**src/rtl/wrap_burst_seq.sv**
```systemverilog
module wrap_burst_seq #(
  parameter int AW = 26,
  parameter int BW = 5
) (
  input  logic          clk,
  input  logic          rst_n,
  input  logic          req_valid,
  input  logic [AW-1:0] req_addr,
  input  logic [BW:0]   req_beats,
  input  logic [1:0]    mem_width,
  input  logic          wrap_en,
  input  logic [1:0]    wrap_size,
  input  logic          sync_mode,
  input  logic          mem_ready,
  output logic          busy,
  output logic [AW-1:0] mem_addr,
  output logic          addr_strobe,
  output logic          beat_valid,
  output logic          wrap_mode,
  output logic          done
);
  localparam int MW = BW + 1;

  logic [AW-1:0] word, base_in;
  logic [MW-1:0] beats_m1;
  logic [BW-1:0] mask_in, off_in;
  logic [BW+1:0] nsize;
  logic          native_in;

  always_comb begin
    case (mem_width)
      2'd0:    word = req_addr;
      2'd1:    word = {1'b0, req_addr[AW-1:1]};
      default: word = {2'b00, req_addr[AW-1:2]};
    endcase
  end

  assign beats_m1  = req_beats - 1'b1;
  assign mask_in   = beats_m1[BW-1:0];
  assign base_in   = word & ~{{(AW-BW){1'b0}}, mask_in};
  assign off_in    = word[BW-1:0] & mask_in;
  assign nsize     = (BW+2)'(8) << wrap_size;
  assign native_in = wrap_en && ({1'b0, req_beats} == nsize);

  logic          busy_q, done_q, wrap_q, sync_q, first_q;
  logic [AW-1:0] base_q;
  logic [BW-1:0] pos_q, mask_q, pos_nx;
  logic [MW-1:0] left_q;
  logic          fire;

  assign fire   = busy_q & mem_ready;
  assign pos_nx = (pos_q + 1'b1) & mask_q;

  always_ff @(posedge clk or negedge rst_n) begin
    if (!rst_n) begin
      busy_q  <= 1'b0;
      done_q  <= 1'b0;
      wrap_q  <= 1'b0;
      sync_q  <= 1'b0;
      first_q <= 1'b0;
      base_q  <= '0;
      pos_q   <= '0;
      mask_q  <= '0;
      left_q  <= '0;
    end else begin
      done_q <= 1'b0;
      if (!busy_q) begin
        if (req_valid && req_beats != '0) begin
          busy_q  <= 1'b1;
          wrap_q  <= native_in;
          sync_q  <= sync_mode;
          first_q <= 1'b1;
          base_q  <= base_in;
          pos_q   <= off_in;
          mask_q  <= mask_in;
          left_q  <= req_beats;
        end
      end else if (fire) begin
        pos_q   <= pos_nx;
        left_q  <= left_q - 1'b1;
        first_q <= !wrap_q && (pos_nx == '0);
        if (left_q == MW'(1)) begin
          busy_q <= 1'b0;
          done_q <= 1'b1;
        end
      end
    end
  end

  assign busy        = busy_q;
  assign beat_valid  = busy_q;
  assign mem_addr    = base_q | {{(AW-BW){1'b0}}, pos_q};
  assign addr_strobe = busy_q & (!sync_q | first_q);
  assign wrap_mode   = busy_q & wrap_q;
  assign done        = done_q;
endmodule

```
**config.mk**
```make
export PLATFORM = sky130hd
export DESIGN_NAME = wrap_burst_seq
export DESIGN_NICKNAME = d
export VERILOG_FILES = /design/src/rtl/wrap_burst_seq.sv
export SDC_FILE = /design/constraint.sdc
export NUM_CORES = 1
export LEC_CHECK = 0
export ABC_AREA = 1
export BUFFER_PORTS_ARGS = -buffer_cell sky130_fd_sc_hd__buf_2
export CAP_MARGIN = 0
export CORE_MARGIN = 8
export CORE_UTILIZATION = 54
export CTS_BUF_LIST = sky130_fd_sc_hd__clkbuf_16
export DETAILED_ROUTE_END_ITERATION = 10
export PLACE_DENSITY = 0.91
export SLEW_MARGIN = 10
export SYNTH_ARGS = -nofsm -noshare
export SYNTH_HDL_FRONTEND = slang
export SYNTH_SLANG_ARGS = --single-unit
```
**constraint.sdc**
```tcl
create_clock -name clk -period 1.42 [get_ports clk]
set_input_delay 0.213 -clock clk [delete_from_list [all_inputs] [get_ports clk]]
set_output_delay 0.213 -clock clk [all_outputs]
set_load 0.005 [all_outputs]
```
==> results.sh, run 1 <==
export IMPL_r2r_end="first_q"
export IMPL_global_route_usage_total=0.193
export IMPL_arrival_ps=1200
export IMPL_drv_cap=0
export IMPL_syn_area_mm2=0.00301
export IMPL_powerDensity_mw_per_mm2=1810
export IMPL_htree_num_levels=2
export IMPL_fin_crit_ps=1410
export IMPL_clock_sinks=47
export IMPL_ys_async_sr_fraction=1.00
export IMPL_grt_setup_unrepaired="yes"
export IMPL_chipWidth_um=90.7
export IMPL_dpl_cell_area_mm2=0.00333
export IMPL_clock_slew_at_the_register_clock_pins_of_the_worst_setup_and_hold_paths_ps=60
export IMPL_min_to="sync_q"
export IMPL_regToRegStartpoint="pos_q[1]"
export IMPL_timing_critical_path_max_delay_family="buffers and inverters"
export IMPL_report_final_slew_viol_count=0
export IMPL_layout_setup_ws_ps=9.54
export IMPL_layout_common_cells="nand2_1, buf_2, dfrtp_1, nor2_1, inv_1"
export IMPL_mappedNetlistNets=471
export IMPL_cts_buffers=5
export IMPL_area_growth_synth_to_final_pct=17.5
export IMPL_ys_seq_elements=47
export IMPL_post_synth_inst_count=424
export IMPL_start_util=0.553
export IMPL_worst_path_largest_cell_delay_ps=340
export IMPL_layout_drive_gt1_share=0.253
export IMPL_multiInputGateArea_mm2=0.00144
export IMPL_setup_violations_final=0
export IMPL_seqCellArea_mm2=0.00118
export IMPL_antennaDiodeCount=0
export IMPL_grt_first_pass_wirelength_um=13300
export IMPL_fmax_ghz=0.709
export IMPL_critical_path_depth=4
export IMPL_stdcell_area_mm2=0.00354
export IMPL_nets=532
export IMPL_numPortBuffers=72
export IMPL_place_detailed_hpwl_um=5930
export IMPL_route_final_wire_length_um=7920
export IMPL_timing_critical_path_cells="buf_4 -> clkinvlp_4 -> a21oi_1 -> buf_2"
export IMPL_first_pass_iters=5
export IMPL_dr_first_iter_drc_count=337
export IMPL_critPathBufInv=3
export IMPL_power_leakage_nw=1.96
export IMPL_ant_nets=0
export IMPL_synth_top_flop_cell="dfrtp_1"
export IMPL_gp_congestion=0.904
export IMPL_vias_in_the_first_global_route=2926
export IMPL_cts_tree="built"
export IMPL_grt_max_degree=48
export IMPL_floorplan_io_pins=73
export IMPL_wire_per_inst_um=14.2
export IMPL_synth_edf_count=0
export IMPL_startpoint_of_the_most_critical_hold_path="sync_mode"
export IMPL_skew_ps=3.08
export IMPL_root_buffer="clkbuf_16"
export IMPL_worst_path_max_delay_cell="dfrtp_1"
export IMPL_fin_crit_sh=0.993
export IMPL_timing_hold_ws_ps=130
export IMPL_max_clock_path_buffers=2
export IMPL_antenna_found_initial=0
export IMPL_type_of_the_most_critical_hold_path="input port to flip-flop"
export IMPL_worst_max_slew_pin_slew_ps=453
export IMPL_timing_slew_headroom=0.695
export IMPL_coreArea_mm2=0.00544
export IMPL_total_overflow_reported_by_the_global_router=0
export IMPL_via_per_inst=5.27
export IMPL_critical_path_endpoint_type="output port"
export IMPL_hold_viol=0
export IMPL_crit_path_max_fanout=8
export IMPL_post_synth_cell_area_avg_um2=7.10
export IMPL_num_vias=2943
export IMPL_synth_distinct_cells=30
export IMPL_ys_warnings_count=0
export IMPL_clkLatencyLatePin_ps=290
export IMPL_detailedPlace_worstSlack_ps=-39.7
export IMPL_die_height_um=90.7
export IMPL_drc=0
export IMPL_layout_commonest_cell="nand2_1"
export IMPL_final_fill_count=438
export IMPL_worst_r2r_path_depth=9
export IMPL_min_path_cells=3
export IMPL_seq_area_frac_synth=0.391
export IMPL_max_vdd_ir_drop_mv=0.768
export IMPL_die_outline_area_mm2=0.00822
export IMPL_critPathLaunch="beat_valid"
export IMPL_ws_path_type="flip-flop to output port"
export IMPL_ff2ff_setup_slack_ps=60
export IMPL_critPathLaunchType="flip-flop"
export IMPL_placementRows=27
export IMPL_timing_critical_path_required_ps=1210
export IMPL_run_status="completed"
worst register-to-register path, cell delays in order, from the launching register on:
cell      delay (ps)
dfrtp_1          400
buf_4            150
ha_4             260
nand2_1           60
nand3b_1         100
nor2_1            60
nand2_1           80
nand2_1           50
nand2_1           60
nand2_1           40
per-layer routing:
| metal | GRT usage | wire, um | vias up |
|---|---|---|---|
| li1 | - | - | 1431 |
| met5 | 0 | 0 | - |
| met1 | 0.227 | 3150 | 1363 |
| met2 | 0.332 | 4000 | 130 |
| met3 | 0.0457 | 587 | 19 |
| met4 | 0.0707 | 182 | 0 |
timing repair:
item | 4_1_cts | 5_1_grt
hold endpoints to repair | 47 | 0
endpoints found under the setup margin | 2 | 7
buffers inserted | 4 | 1
gates resized for setup | 3 | 5
pin swaps | 0 | 2
hold buffers | 1 | 0
worst max-delay path by stage:
stage,to
final,addr_strobe
after CTS,mem_addr[2]
after global placement,base_q[12]
after detailed placement,base_q[12]
after floorplan,first_q
after global routing,addr_strobe
through the flow:
step                      TNS (ps)  cells  total power [mW]  utilization
final                            0    558              6.38        0.650
after global routing         -80.4    558              6.88        0.650
after CTS                        0    557              6.30        0.646
after detailed placement      -128    544              5.08        0.611
after global placement           0    544              4.94        0.611
after floorplan                  0    424              4.39            -
power breakdown:
group | total (mW) | leakage (nW) | switching, mW | internal (mW)
Combinational | 2.90 | 1.30 | 1.61 | 1.28
Clock | 1.12 | 0.0701 | 0.488 | 0.634
Sequential | 2.37 | 0.586 | 0.404 | 1.96
cell usage after synthesis, types with 3 or more instances:
cell | instances | area share
o21ai_1 | 12 | 0.020
nand3b_1 | 3 | 0.0075
a21oi_1 | 22 | 0.037
inv_2 | 3 | 0.0037
nand4_1 | 6 | 0.012
inv_1 | 30 | 0.037
o21ai_2 | 9 | 0.026
nand2_1 | 167 | 0.21
ha_1 | 5 | 0.021
dfrtp_1 | 47 | 0.39
buf_6 | 4 | 0.015
buf_4 | 26 | 0.065
nor2_1 | 33 | 0.041
nand3_1 | 15 | 0.025
buf_2 | 8 | 0.013
o21ai_0 | 15 | 0.025
flip-flops by register name (all words and copies together), names as in the netlist, 5 cells and up:
signal and flops:
pos_q 5, left_q 6, mask_q 5, base_q 26
kinds of logic (layout without fill, tap and decap cells):
kind of cell / count (synthesis) / count (layout) / synth area share
simple gates: 236 / 236 / 0.329
buf+inv: 72 / 134 / 0.136
compound gates: 61 / 61 / 0.115
flops: 47 / 47 / 0.391
fa+ha+maj: 5 / 5 / 0.0208
xor+xnor: 3 / 3 / 0.00873
final cells by class:
| class | count | area share |
|---|---|---|
| timing repair buffer | 93 | 0.159 |
| multi-input combinational | 305 | 0.408 |
| clock buffer | 5 | 0.0354 |
| tap | 72 | 0.0255 |
| sequential | 47 | 0.333 |
| clock inverter | 3 | 0.00318 |
| inverter | 33 | 0.0361 |
Note: power is estimated with default switching activity, not from simulation.
==> run 2, diff against run 1 <==
--- a/config.mk
+++ b/config.mk
@@ -5,11 +5,10 @@
 export SDC_FILE = /design/constraint.sdc
 export NUM_CORES = 1
 export LEC_CHECK = 0
-export ABC_AREA = 1
 export BUFFER_PORTS_ARGS = -buffer_cell sky130_fd_sc_hd__buf_2
 export CAP_MARGIN = 0
 export CORE_MARGIN = 8
-export CORE_UTILIZATION = 54
+export CORE_UTILIZATION = 53
 export CTS_BUF_LIST = sky130_fd_sc_hd__clkbuf_16
 export DETAILED_ROUTE_END_ITERATION = 10
 export PLACE_DENSITY = 0.91
==> results.sh, run 2 <==
export IMPL_numPortBuffers=72
export IMPL_worst_max_slew_pin_slew_ps=493
export IMPL_critPathLaunchType="flip-flop"
export IMPL_clock_sinks=47
export IMPL_root_buffer="clkbuf_16"
export IMPL_startpoint_of_the_most_critical_hold_path="sync_mode"
export IMPL_timing_critical_path_required_ps=1650
export IMPL_grt_first_pass_wirelength_um=15500
export IMPL_critical_path_endpoint_type="flip-flop"
export IMPL_reg_top3="base_q (26), left_q (6)"
export IMPL_ys_seq_elements=47
export IMPL_synth_largest_type_area_fraction=0.408
export IMPL_cts_tree="built"
export IMPL_layout_commonest_cell="buf_2"
export IMPL_fin_crit_ps=1670
export IMPL_timing_hold_ws_ps=160
export IMPL_share_of_synthesized_area_spent_on_multiplexers=0.0990
export IMPL_total_overflow_reported_by_the_global_router=0
export IMPL_final_fill_count=257
export IMPL_mappedNetlistNets=373
export IMPL_seq_area_frac_synth=0.408
export IMPL_chipWidth_um=89.7
export IMPL_htree_num_levels=2
export IMPL_run_status="complete, but fails checks"
export IMPL_syn_area_mm2=0.00288
export IMPL_global_route_usage_total=0.234
export IMPL_r2r_end="first_q"
export IMPL_clock_slew_at_the_register_clock_pins_of_the_worst_setup_and_hold_paths_ps=60
export IMPL_skew_ps=3.75
export IMPL_setup_tns_ps=-7130
export IMPL_post_synth_inst_count=326
export IMPL_wire_per_inst_um=25.0
export IMPL_report_final_slew_viol_count=0
export IMPL_largest_reg_flops=26
export IMPL_max_vdd_ir_drop_mv=0.952
export IMPL_layout_drive_gt1_share=0.541
export IMPL_ys_warnings_count=0
export IMPL_ff2ff_setup_slack_ps=-250
export IMPL_violations="setup timing"
export IMPL_timing_slew_headroom=0.669
export IMPL_yosys_area_share_simple=0.180
export IMPL_num_vias=3350
export IMPL_area_growth_synth_to_final_pct=55.9
export IMPL_gp_congestion=0.815
export IMPL_die_outline_area_mm2=0.00805
export IMPL_place_detailed_hpwl_um=5280
export IMPL_powerDensity_mw_per_mm2=1910
export IMPL_largest_family_of_logic_cells_by_synthesized_area="simple AND/OR/NAND/NOR gates"
export IMPL_nets=474
export IMPL_drc=0
export IMPL_netlist_top_cells_area="dfrtp_1, mux2i_1, o21ai_0"
export IMPL_antenna_found_initial=0
export IMPL_cts_buffers=5
export IMPL_worst_r2r_path_depth=5
export IMPL_die_height_um=89.7
export IMPL_timing_critical_path_cells="ha_2 -> xor2_1 -> a221o_1 -> a211oi_2 -> o221a_2"
export IMPL_dr_first_iter_drc_count=349
export IMPL_synth_edf_count=0
export IMPL_layout_setup_ws_ps=-253
export IMPL_ws_path_type="flip-flop to flip-flop"
export IMPL_fin_crit_sh=1.18
export IMPL_drv_cap=0
export IMPL_fmax_ghz=0.598
export IMPL_synth_top_flop_cell="dfrtp_1"
export IMPL_placementRows=27
export IMPL_ys_async_sr_fraction=1.00
export IMPL_yosys_area_share_adder=0.0217
export IMPL_hold_viol=0
export IMPL_worst_path_max_delay_cell="dfrtp_1"
export IMPL_grt_max_degree=37
export IMPL_min_to="sync_q"
export IMPL_synth_cells_most_frequent="dfrtp_1, nand2_1, o21ai_0, nor2_1, mux2i_1"
export IMPL_arrival_ps=1900
export IMPL_coreArea_mm2=0.00537
export IMPL_detailedPlace_worstSlack_ps=-885
export IMPL_max_clock_path_buffers=2
export IMPL_antennaDiodeCount=0
export IMPL_yosys_area_share_xor_xnor=0.0213
export IMPL_type_of_the_most_critical_hold_path="input port to flip-flop"
export IMPL_grt_setup_unrepaired="yes"
export IMPL_layout_common_cells="buf_2, dfrtp_1, buf_4, nor2_1, mux2i_1"
export IMPL_route_final_wire_length_um=12500
export IMPL_setup_violations_final=50
export IMPL_vias_in_the_first_global_route=3026
export IMPL_synth_top_cell_by_area="dfrtp_1"
export IMPL_floorplan_io_pins=73
export IMPL_synth_distinct_cells=48
export IMPL_via_per_inst=6.71
export IMPL_clkLatencyLatePin_ps=290
export IMPL_regToRegStartpoint="pos_q[1]"
export IMPL_power_leakage_nw=2.16
export IMPL_top_register="base_q"
export IMPL_first_pass_iters=5
export IMPL_crit_path_max_fanout=2
export IMPL_min_path_cells=2
export IMPL_post_synth_cell_area_avg_um2=8.84
export IMPL_start_util=0.536
export IMPL_synth_compound_gate_area_share=0.172
export IMPL_ant_nets=0
export IMPL_worst_path_largest_cell_delay_ps=400
export IMPL_post_synth_top_count_cell="dfrtp_1"
run 2: cell count changes after synthesis, sizes merged, moves of 4 or more:
cell | before | now
nand3 | 17 | 12
xnor2 | 1 | 5
nor2 | 37 | 27
nand2 | 169 | 38
mux2 | 0 | 4
inv | 33 | 6
nor2b | 0 | 4
mux2i | 0 | 24
clkbuf | 1 | 8
run 2: report_power, final:
part | internal [mW] | total [mW] | switching (mW)
sequential | 1.95 | 2.65 | 0.691
combinational | 2.42 | 4.64 | 2.22
clock | 0.814 | 1.30 | 0.484
run 2: worst max path at each step:
stage,from,end,slack (ps),cells past startpoint
finish,pos_q[1],first_q,-250,5
detailed placement,req_beats[1],pos_q[0],-890,7
CTS,req_beats[0],sync_q,-140,9
global route,req_beats[0],sync_q,-250,9
global placement,req_beats[1],pos_q[1],-840,7
floorplan,req_beats[1],sync_q,-200,6
run 2: layout make-up:
type / instances / area [um^2] / area share
Multi-Input combinational cell: 231 / 1830 / 0.408
Timing Repair Buffer: 136 / 1190 / 0.264
Sequential cell: 47 / 1180 / 0.262
Clock buffer: 5 / 125 / 0.0278
Tap cell: 72 / 90.1 / 0.0201
Inverter: 6 / 46.3 / 0.0103
Clock inverter: 2 / 33.8 / 0.00752
run 2: per-stage QoR:
step | util | std cells | area (um^2) | power [mW]
floorplan | - | 326 | 2940 | 4.17
global placement | 0.632 | 459 | 3400 | 4.80
detailed placement | 0.632 | 459 | 3400 | 4.95
CTS | 0.742 | 484 | 3990 | 7.03
global route | 0.836 | 499 | 4490 | 8.87
finish | 0.836 | 499 | 4490 | 8.59
run 2: critical path: cells and delay by family (launching register included):
kind	cells	cell delay, ps
adder cells (fa/ha/maj)	1	210
flip-flops	1	400
AO/OA/AOI/OAI	3	840
XOR/XNOR	1	150
run 2: cell families (layout without fill, tap and decap cells):
kind of cell    count (synthesis)  count (layout)
flops                          47              47
xor+xnor                        7               7
compound gates                 82              83
fa+ha+maj                       5               5
mux                            28              28
simple gates                  108             108
buf+inv                        49             149
run 2: repair_timing:
action	4_1_cts	5_1_grt
cloned	6	6
hold endpoints to repair	14	0
hold buffers	1	0
resized for setup	74	85
buffers inserted	11	9
endpoints found under the setup margin	52	51
pin swaps	13	30
run 2: layer usage:
layer  track usage  vias to the layer above  wire length (um)
met5             0                        -                 0
met4         0.138                        0               901
met3        0.0607                      111              1330
met2         0.402                      304              6030
met1         0.253                     1607              4210
li1              -                     1328                 -
==> run 3, diff against run 2 <==
--- a/config.mk
+++ b/config.mk
@@ -8,10 +8,10 @@
 export BUFFER_PORTS_ARGS = -buffer_cell sky130_fd_sc_hd__buf_2
 export CAP_MARGIN = 0
 export CORE_MARGIN = 8
-export CORE_UTILIZATION = 53
+export CORE_UTILIZATION = 58
 export CTS_BUF_LIST = sky130_fd_sc_hd__clkbuf_16
 export DETAILED_ROUTE_END_ITERATION = 10
-export PLACE_DENSITY = 0.91
+export PLACE_DENSITY = 0.95
 export SLEW_MARGIN = 10
 export SYNTH_ARGS = -nofsm -noshare
 export SYNTH_HDL_FRONTEND = slang
==> constraint.sdc (replaced) <==
create_clock -name clk -period 2.1 [get_ports clk]
set_input_delay 0.315 -clock clk [delete_from_list [all_inputs] [get_ports clk]]
set_output_delay 0.315 -clock clk [all_outputs]
set_load 0.005 [all_outputs]
==> results.sh, run 3 (same netlist as run 2, synthesis figures left out) <==
export IMPL_power_leakage_nw=1.68
export IMPL_wire_per_inst_um=16.4
export IMPL_htree_num_levels=2
export IMPL_arrival_ps=1960
export IMPL_reg_top3="base_q (26), left_q (6)"
export IMPL_coreArea_mm2=0.00475
export IMPL_seqCellArea_mm2=0.00118
export IMPL_num_vias=2530
export IMPL_postCtsSetupRepairBufs=0
export IMPL_fin_crit_ps=1810
export IMPL_hold_buffers=0
export IMPL_drc=0
export IMPL_chipWidth_um=86.5
export IMPL_grt_max_degree=48
export IMPL_fmax_ghz=0.552
export IMPL_clock_sinks=47
export IMPL_grt_first_pass_wirelength_um=12100
export IMPL_root_buffer="clkbuf_16"
export IMPL_critical_path_endpoint_type="flip-flop"
export IMPL_cts_repair_resized=1
export IMPL_ff2ff_setup_slack_ps=290
export IMPL_hold_viol=0
export IMPL_instances_no_fill=446
export IMPL_final_fill_count=380
export IMPL_total_overflow_reported_by_the_global_router=0
export IMPL_first_pass_iters=4
export IMPL_numPortBuffers=72
export IMPL_regToRegStartpoint="beat_valid"
export IMPL_r2r_end="pos_q[0]"
export IMPL_vias_in_the_first_global_route=2547
export IMPL_timing_critical_path_cells="buf_2 -> inv_1 -> ha_1 -> or4b_4 -> buf_4 -> o21ai_4 -> buf_12 -> nand2b_1 -> o21ai_0"
export IMPL_powerDensity_mw_per_mm2=1240
export IMPL_floorplan_io_pins=73
export IMPL_worst_r2r_path_depth=4
export IMPL_timing_slew_headroom=0.532
export IMPL_antenna_found_initial=0
export IMPL_route_final_wire_length_um=7340
export IMPL_clkLatencyLatePin_ps=280
export IMPL_largest_reg_flops=26
export IMPL_nets=425
export IMPL_multiInputGateArea_mm2=0.00143
export IMPL_die_height_um=86.5
export IMPL_run_status="completed"
export IMPL_ant_nets=0
export IMPL_dp_cells=438
export IMPL_layout_common_cells="buf_2, dfrtp_1, nand2_1, o21ai_0, nor2_1"
export IMPL_antennaDiodeCount=0
export IMPL_cts_tree="built"
export IMPL_global_route_usage_total=0.200
export IMPL_layout_drive_gt1_share=0.296
export IMPL_setup_violations_final=0
export IMPL_skew_ps=4.60
export IMPL_worst_path_max_delay_cell="or4b_4"
export IMPL_clock_slew_at_the_register_clock_pins_of_the_worst_setup_and_hold_paths_ps=60
export IMPL_area_growth_synth_to_final_pct=17.8
export IMPL_grt_setup_unrepaired="no"
export IMPL_layout_commonest_cell="buf_2"
export IMPL_place_detailed_hpwl_um=5280
export IMPL_ws_path_type="input port to flip-flop"
export IMPL_critPathLaunchType="input port"
export IMPL_worst_max_slew_pin_slew_ps=701
export IMPL_crit_path_max_fanout=40
export IMPL_max_clock_path_buffers=2
export IMPL_drv_cap=0
export IMPL_via_per_inst=5.67
export IMPL_report_final_slew_viol_count=0
export IMPL_timing_critical_path_required_ps=2250
export IMPL_type_of_the_most_critical_hold_path="input port to asynchronous set/reset pin"
export IMPL_dr_first_iter_drc_count=160
export IMPL_max_vdd_ir_drop_mv=0.767
export IMPL_die_outline_area_mm2=0.00748
export IMPL_gp_congestion=0.924
export IMPL_placementRows=25
export IMPL_top_register="base_q"
export IMPL_timing_hold_ws_ps=118
export IMPL_worst_path_largest_cell_delay_ps=480
export IMPL_fin_crit_sh=0.863
export IMPL_cts_buffers=5
export IMPL_start_util=0.606
run 3: cell type report:
type,count,share of cell area
clock inverters,3,0.0188
flip-flops and latches,47,0.347
well taps,67,0.0247
clock buffers,5,0.0369
inverters,6,0.00664
repair buffers,88,0.145
multi-input cells,230,0.421
run 3: power breakdown:
group,total (mW),internal [mW],switching [mW]
registers,1.61,1.32,0.291
logic,1.58,0.758,0.826
clock network,1.01,0.678,0.329
run 3: per-layer routing:
| layer | track usage | vias up | share of wire |
|---|---|---|---|
| met4 | 0.0829 | 0 | 0.022 |
| li1 | - | 1218 | - |
| met3 | 0.0539 | 16 | 0.063 |
| met1 | 0.228 | 1196 | 0.40 |
| met5 | 0 | - | 0 |
| met2 | 0.343 | 100 | 0.52 |
run 3: how the worst max path moves through the flow:
stage / start / cells past startpoint / endpoint / slack, ps
2_1_floorplan: req_beats[0] / 6 / sync_q / 280
3_3_place_gp: req_beats[0] / 7 / pos_q[1] / -230
3_5_place_dp: req_beats[0] / 7 / pos_q[1] / -330
4_1_cts: req_beats[1] / 9 / base_q[3] / 290
5_1_grt: req_beats[1] / 9 / base_q[3] / 170
6_report: req_beats[1] / 9 / base_q[3] / 290
run 3: stage by stage:
step / total power [mW] / setup slack [ps] / cell area, um^2 / setup TNS (ps) / utilization
floorplan: 2.78 / 276 / 2880 / 0 / -
global placement: 3.08 / -227 / 3200 / -855 / 0.673
detailed placement: 3.18 / -334 / 3200 / -1920 / 0.673
CTS: 4.22 / 292 / 3390 / 0 / 0.714
global route: 4.51 / 174 / 3390 / 0 / 0.714
finish: 4.20 / 288 / 3390 / 0 / 0.714
run 3: worst max-delay path, delay by kind of cell:
kind	cells	cell delay, ps
simple gates	2	610
compound gates	2	280
fa+ha+maj	1	180
buf+inv	4	550
